### src/rtl/tfs_pkg.sv
package tfs_pkg;

  localparam int TFS_AW = 14;

  typedef enum logic [1:0] {
    SLOT_HOST = 2'd0,
    SLOT_NAME = 2'd1,
    SLOT_PATT = 2'd2,
    SLOT_RFSH = 2'd3
  } tfs_slot_e;

  // Name fetch address: masked base plus the column.
  function automatic logic [TFS_AW-1:0] name_addr(
    input logic [TFS_AW-1:0] nbase,
    input logic [7:0]        r,
    input logic [TFS_AW-1:0] col
  );
    logic [TFS_AW-1:0] row_off;
    logic [TFS_AW-1:0] mask;
    row_off = TFS_AW'(r[7:3]) * TFS_AW'(40);
    mask    = 14'h3C00 | row_off;
    return (nbase & mask) + col;
  endfunction

  // Pattern fetch address: masked base plus name times eight.
  function automatic logic [TFS_AW-1:0] patt_addr(
    input logic [TFS_AW-1:0] pbase,
    input logic [7:0]        r,
    input logic [7:0]        nm
  );
    logic [TFS_AW-1:0] mask;
    mask = {3'b111, 8'h00, r[2:0]};
    return (pbase & mask) + {3'b000, nm, 3'b000};
  endfunction

endpackage

### src/rtl/tfs_window_ctr.sv
module tfs_window_ctr #(
  parameter int LINE_WINDOWS = 172,
  localparam int WIN_W = $clog2(LINE_WINDOWS)
) (
  input  logic             clk,
  input  logic             rst_n,
  output logic [WIN_W-1:0] win,
  output logic             done
);
  localparam logic [WIN_W-1:0] LAST = WIN_W'(LINE_WINDOWS - 1);

  logic at_last;
  assign at_last = (win == LAST);

  always_ff @(posedge clk or negedge rst_n) begin
    if (!rst_n) begin
      win  <= '0;
      done <= 1'b0;
    end else begin
      win  <= at_last ? '0 : win + 1'b1;
      done <= at_last;
    end
  end
endmodule

### src/rtl/tfs_slot_decode.sv
module tfs_slot_decode
  import tfs_pkg::*;
#(
  parameter int COLS         = 40,
  parameter int LINE_WINDOWS = 172,
  parameter int TEXT_LEAD    = 47,
  parameter int RFSH_LEAD    = 44,
  localparam int WIN_W = $clog2(LINE_WINDOWS),
  localparam int COL_W = $clog2(COLS)
) (
  input  logic             clk,
  input  logic             rst_n,
  input  logic [WIN_W-1:0] win,
  input  logic             rfsh_line,
  output tfs_slot_e        kind,
  output logic [COL_W-1:0] col
);
  localparam int COL_END = TEXT_LEAD + 3 * COLS;

  logic [1:0] phase_q;
  logic [COL_W-1:0] col_q;
  logic in_cols;
  logic [WIN_W-1:0] rel;

  assign in_cols = (win >= WIN_W'(TEXT_LEAD)) && (win < WIN_W'(COL_END));
  assign rel     = win - WIN_W'(RFSH_LEAD);
  assign col     = col_q;

  always_ff @(posedge clk or negedge rst_n) begin
    if (!rst_n) begin
      phase_q <= 2'd0;
      col_q   <= '0;
    end else if (win == WIN_W'(TEXT_LEAD - 1)) begin
      phase_q <= 2'd0;
      col_q   <= '0;
    end else if (in_cols) begin
      if (phase_q == 2'd2) begin
        phase_q <= 2'd0;
        col_q   <= col_q + 1'b1;
      end else begin
        phase_q <= phase_q + 2'd1;
      end
    end
  end

  always_comb begin
    kind = SLOT_HOST;
    if (rfsh_line) begin
      if (win >= WIN_W'(RFSH_LEAD) && !rel[0]) kind = SLOT_RFSH;
    end else if (in_cols) begin
      case (phase_q)
        2'd0:    kind = SLOT_NAME;
        2'd2:    kind = SLOT_PATT;
        default: kind = SLOT_HOST;
      endcase
    end
  end
endmodule

### src/rtl/tfs_addr_gen.sv
module tfs_addr_gen
  import tfs_pkg::*;
#(
  parameter int COLS = 40,
  localparam int COL_W = $clog2(COLS)
) (
  input  tfs_slot_e         kind,
  input  logic [COL_W-1:0]  col,
  input  logic [7:0]        row_l,
  input  logic [TFS_AW-1:0] nbase_l,
  input  logic [TFS_AW-1:0] pbase_l,
  input  logic [7:0]        name_q,
  output logic [TFS_AW-1:0] addr,
  output logic              rd
);
  always_comb begin
    addr = '0;
    rd   = 1'b0;
    case (kind)
      SLOT_NAME: begin
        addr = name_addr(nbase_l, row_l, TFS_AW'(col));
        rd   = 1'b1;
      end
      SLOT_PATT: begin
        addr = patt_addr(pbase_l, row_l, name_q);
        rd   = 1'b1;
      end
      default: ;
    endcase
  end
endmodule

### src/rtl/text_fetch_seq.sv
module text_fetch_seq
  import tfs_pkg::*;
#(
  parameter int COLS         = 40,
  parameter int LINE_WINDOWS = 172,
  parameter int TEXT_LEAD    = 47,
  parameter int RFSH_LEAD    = 44,
  localparam int WIN_W = $clog2(LINE_WINDOWS),
  localparam int COL_W = $clog2(COLS)
) (
  input  logic              clk,
  input  logic              rst_n,
  input  logic              refresh_mode,
  input  logic [7:0]        row,
  input  logic [TFS_AW-1:0] name_base,
  input  logic [TFS_AW-1:0] patt_base,
  input  logic [7:0]        mem_rdata,
  output logic [TFS_AW-1:0] mem_addr,
  output logic              mem_rd,
  output logic              host_grant,
  output logic              refresh_win,
  output logic              lb_we,
  output logic              lb_sel_pattern,
  output logic [COL_W-1:0]  lb_col,
  output logic [7:0]        lb_data,
  output logic              line_done
);
  logic [WIN_W-1:0]  win_q;
  tfs_slot_e         slot_kind;
  logic [COL_W-1:0]  slot_col;
  logic              mode_l;
  logic [7:0]        row_l;
  logic [TFS_AW-1:0] nbase_l;
  logic [TFS_AW-1:0] pbase_l;
  tfs_slot_e         prev_kind_q;
  logic [COL_W-1:0]  prev_col_q;
  logic [7:0]        name_q;

  tfs_window_ctr #(.LINE_WINDOWS(LINE_WINDOWS)) u_win (
    .clk(clk), .rst_n(rst_n), .win(win_q), .done(line_done)
  );

  tfs_slot_decode #(
    .COLS(COLS), .LINE_WINDOWS(LINE_WINDOWS),
    .TEXT_LEAD(TEXT_LEAD), .RFSH_LEAD(RFSH_LEAD)
  ) u_dec (
    .clk(clk), .rst_n(rst_n), .win(win_q), .rfsh_line(mode_l),
    .kind(slot_kind), .col(slot_col)
  );

  tfs_addr_gen #(.COLS(COLS)) u_addr (
    .kind(slot_kind), .col(slot_col), .row_l(row_l),
    .nbase_l(nbase_l), .pbase_l(pbase_l), .name_q(name_q),
    .addr(mem_addr), .rd(mem_rd)
  );

  // Per-line configuration, captured as window 0 closes.
  always_ff @(posedge clk or negedge rst_n) begin
    if (!rst_n) begin
      mode_l  <= 1'b0;
      row_l   <= '0;
      nbase_l <= '0;
      pbase_l <= '0;
    end else if (win_q == '0) begin
      mode_l  <= refresh_mode;
      row_l   <= row;
      nbase_l <= name_base;
      pbase_l <= patt_base;
    end
  end

  // Read-return tracking: data arrives one window after the strobe.
  always_ff @(posedge clk or negedge rst_n) begin
    if (!rst_n) begin
      prev_kind_q <= SLOT_HOST;
      prev_col_q  <= '0;
      name_q      <= '0;
    end else begin
      prev_kind_q <= slot_kind;
      prev_col_q  <= slot_col;
      if (prev_kind_q == SLOT_NAME) name_q <= mem_rdata;
    end
  end

  assign host_grant     = (slot_kind == SLOT_HOST);
  assign refresh_win    = (slot_kind == SLOT_RFSH);
  assign lb_we          = (prev_kind_q == SLOT_NAME) || (prev_kind_q == SLOT_PATT);
  assign lb_sel_pattern = (prev_kind_q == SLOT_PATT);
  assign lb_col         = prev_col_q;
  assign lb_data        = mem_rdata;
endmodule

### config.mk
export PLATFORM = sky130hd
export DESIGN_NAME = text_fetch_seq
export DESIGN_NICKNAME = d
export VERILOG_FILES = /design/src/rtl/tfs_pkg.sv /design/src/rtl/tfs_window_ctr.sv /design/src/rtl/tfs_slot_decode.sv /design/src/rtl/tfs_addr_gen.sv /design/src/rtl/text_fetch_seq.sv
export SDC_FILE = /design/constraint.sdc
export NUM_CORES = 1
export LEC_CHECK = 0
export BUFFER_PORTS_ARGS = -buffer_cell sky130_fd_sc_hd__clkbuf_2
export CORE_MARGIN = 1.5
export CORE_UTILIZATION = 57
export DETAILED_ROUTE_END_ITERATION = 10
export PLACE_DENSITY_LB_ADDON = 0.3
export SLEW_MARGIN = 20
export SYNTH_ARGS = -nofsm -noshare
export SYNTH_HDL_FRONTEND = slang
export SYNTH_SLANG_ARGS = --single-unit
### constraint.sdc
create_clock -name clk -period 4.6 [get_ports clk]
set_clock_uncertainty 0.15 [all_clocks]
set_input_delay 0.23 -clock clk [delete_from_list [all_inputs] [get_ports clk]]
set_output_delay 0.23 -clock clk [all_outputs]
set_load 0.005 [all_outputs]
==> impl_metrics.py <==
metrics = {
    "outcome": {
        "outcome": "completed",
    },
    "logic_synthesis": {
        "ys_ff_latch": 59,
        "syn_area_mm2": 0.00316,
        "synth_edf_count": 0,
        "async_flop_share_pct": 100,
        "syn_area_per_cell_um2": 11.1,
        "yosysSeqAreaShare_pct": 46.7,
        "ys_types": 44,
        "syn_inst": 286,
        "ys.warnings.count": 0,
        "synth_flop_cell": "dfrtp_1",
        "synth_nets": 354,
    },
    "floorplan": {
        "die_w_um": 77.5,
        "core_area_mm2": 0.00524,
        "rows": 26,
        "dieArea_mm2": 0.00600,
        "start_util_pct": 60.3,
        "pin_count": 81,
        "fp.dieH_um": 77.5,
    },
    "pwr": {
        "leakagePower_nw": 1.95,
        "ir_worst_vdd_mv": 0.195,
        "power_density_mw_per_mm2": 282,
    },
    "cells_and_area": {
        "nets": 446,
        "antennaDiodeCount": 0,
        "fill_cells": 369,
        "finalInstanceArea_mm2": 0.00399,
        "drive_gt1_share_pct": 32.9,
        "area_growth_pct": 26.1,
    },
    "worst_setup_path": {
        "path_buf_inv": 2,
        "endpoint_kind": "output port",
        "slowest_stage": "ha_1",
        "worstSetupPathType": "reg -> out",
        "path_cells": "ha_1, a211o_1, a21oi_2, o21ai_2, o41a_2, inv_1, ha_1, nand2_1, nor2_1, and3_1, a211o_1, clkbuf_2",
        "cp-start-kind": "flop",
        "required_ns": 4.22,
        "path_delay_family": "compound AO/OA/AOI/OAI gates",
        "arrival_ns": 3.47,
        "path_max_fanout": 12,
        "critPathMaxStageDelay_ns": 0.48,
    },
    "flow_run": {
        "drv_cap": 0,
    },
    "sta": {
        "finalSetupViolations": 0,
        "rsz0062_at_grt": "false",
        "tightest_slew_ns": 0.905,
        "fin_crit_ns": 3.85,
        "slew_violations": 0,
        "worst_slack_ns": 0.754,
        "clock.fmax_mhz": 260,
        "fin_tns_setup_ns": 0,
        "fin_crit_sh_pct": 83.6,
        "slew_headroom_pct": 39.1,
        "hold_violations": 0,
    },
    "placed_design": {
        "dpl.hpwl_um": 4590,
        "port_buffers": 69,
        "pre_cts_slack_ns": 1.19,
        "gp_congestion": 0.833,
        "place_area_mm2": 0.00348,
    },
    "routing": {
        "vias": 2474,
        "dr.pass1.iters": 5,
        "route.detailed.drc": 0,
        "viasPerCell": 5.46,
        "ant_nets": 0,
        "wl_per_cell_um": 15.1,
        "wirelength_um": 6830,
        "drt_iter0_drc": 163,
    },
    "clocking": {
        "cts_tree": "built",
        "h-tree-depth": 3,
        "postCtsSetupBuffers": 0,
        "clk_pin_slew_ns": 0.06,
        "clock_sinks": 59,
        "clock_path_buffers": 2,
        "cts_buffers": 9,
        "cts_resized": 0,
        "clk_latency_ns": 0.33,
        "cts_root_buf": "clkbuf_8",
        "hold_buffers": 31,
    },
    "grt": {
        "grt_first_pass_wirelength_um": 11400,
        "grt_max_degree": 60,
        "antenna_found_initial": 0,
        "grt_overflow": 0,
        "grt_pass1_vias": 2412,
        "grt_use_total_pct": 24.9,
    },
    "worst_hold_path": {
        "hp-class": "in -> reg",
    },
}
==> worst reg2reg max path: cells and delay by family, from the launching register on <==
kind	cells	cell delay (ns)
simple gates	2	1.07
mux	1	0.57
flops	1	0.45
==> final cells by class <==
type                       instances  area, um^2  share of cell area (%)
clock inverter                     1        5.00                   0.126
multi-input combinational        196        1530                    38.3
timing repair buffer             101         663                    16.6
inverter                          11        41.3                    1.04
clock buffer                      15         186                    4.68
tap                               70        87.6                    2.20
sequential                        59        1480                    37.0
==> per-stage QoR <==
step                power, mW  utilization (%)  std cells  hold slack [ns]
detailed placement      0.665             66.5        406            0.268
floorplan               0.618                -        286           -0.216
global placement        0.659             66.5        406            0.267
finish                   1.12             76.1        453          0.00890
global route             1.17             76.1        453          0.00915
CTS                      1.13             76.1        453          0.00135
==> registers in the layout, summed over array words and instances (netlist names) <==
name	cells
u_dec.col	6
name_q	8
u_win.win	8
row_l	8
u_dec.phase_q	2
mode_l	1
prev_kind_q	2
nbase_l	11
pbase_l	6
u_win.done	1
lb_col	6
==> final timing paths <==
path                              start            to  slack (ns)  cells after the start
max in group asynchronous         rst_n     name_q[2]        3.39                      3
setup / recovery           u_win.win[0]  mem_addr[11]        0.75                     12
hold reg to reg            u_dec.col[5]     lb_col[5]        0.31                      0
hold / removal                   row[0]      row_l[0]       0.009                      2
setup reg to reg           u_win.win[6]   nbase_l[12]        2.26                      3
min in group asynchronous         rst_n  u_win.win[1]        0.43                      3
==> placed cells by master, fill, tap and decap left out, drive strengths merged, types with 8 or more instances in the layout <==
master,n
a21oi,14
clkbuf,84
dfrtp,59
dlygate4sd3,31
ha,19
inv,11
mux2,34
nand2,15
nand3,11
nor2,22
nor2b,8
o21ai,9
xnor2,9
==> logic make-up (layout without fill, tap and decap cells) <==
logic type | count (synthesis) | in the layout | synth area share (%)
muxes | 35 | 35 | 12.4
buffers and inverters | 31 | 128 | 5.03
DFF | 59 | 59 | 46.7
and+or+nand+nor | 85 | 85 | 14.4
AOI/OAI and AO/OA | 40 | 40 | 8.47
xor gates and xnor gates | 15 | 15 | 4.16
adders and majority gates | 21 | 21 | 8.79
==> Yosys cell counts, types with 6 or more instances <==
| cell | instances | area (um^2) |
|---|---|---|
| a21oi_1 | 13 | 65.1 |
| and2_1 | 6 | 37.5 |
| buf_4 | 8 | 60.1 |
| clkbuf_1 | 6 | 22.5 |
| dfrtp_1 | 59 | 1480 |
| ha_1 | 19 | 238 |
| inv_1 | 11 | 41.3 |
| mux2_2 | 34 | 383 |
| nand2_1 | 15 | 56.3 |
| nand3_1 | 11 | 55.1 |
| nor2_1 | 22 | 82.6 |
| nor2b_1 | 8 | 50.1 |
| o21ai_0 | 7 | 35.0 |
| xnor2_1 | 9 | 78.8 |
| xor2_1 | 6 | 52.6 |
==> layer usage <==
| layer | part of all wire, % | vias up | GRT usage, % |
|---|---|---|---|
| met2 | 48 | 96 | 40.7 |
| met4 | 2.4 | 0 | 12.5 |
| li1 | - | 1186 | - |
| met5 | 0 | - | 0 |
| met1 | 45 | 1173 | 32.2 |
| met3 | 5.0 | 19 | 4.00 |
==> power by group <==
group / total (mW) / internal [mW] / switching (mW) / leakage [nW]
combinational: 0.127 / 0.0698 / 0.0572 / 1.12
sequential: 0.550 / 0.538 / 0.0128 / 0.728
clock: 0.447 / 0.254 / 0.193 / 0.0997
No activity file was read; power rests on OpenSTA's default activity.
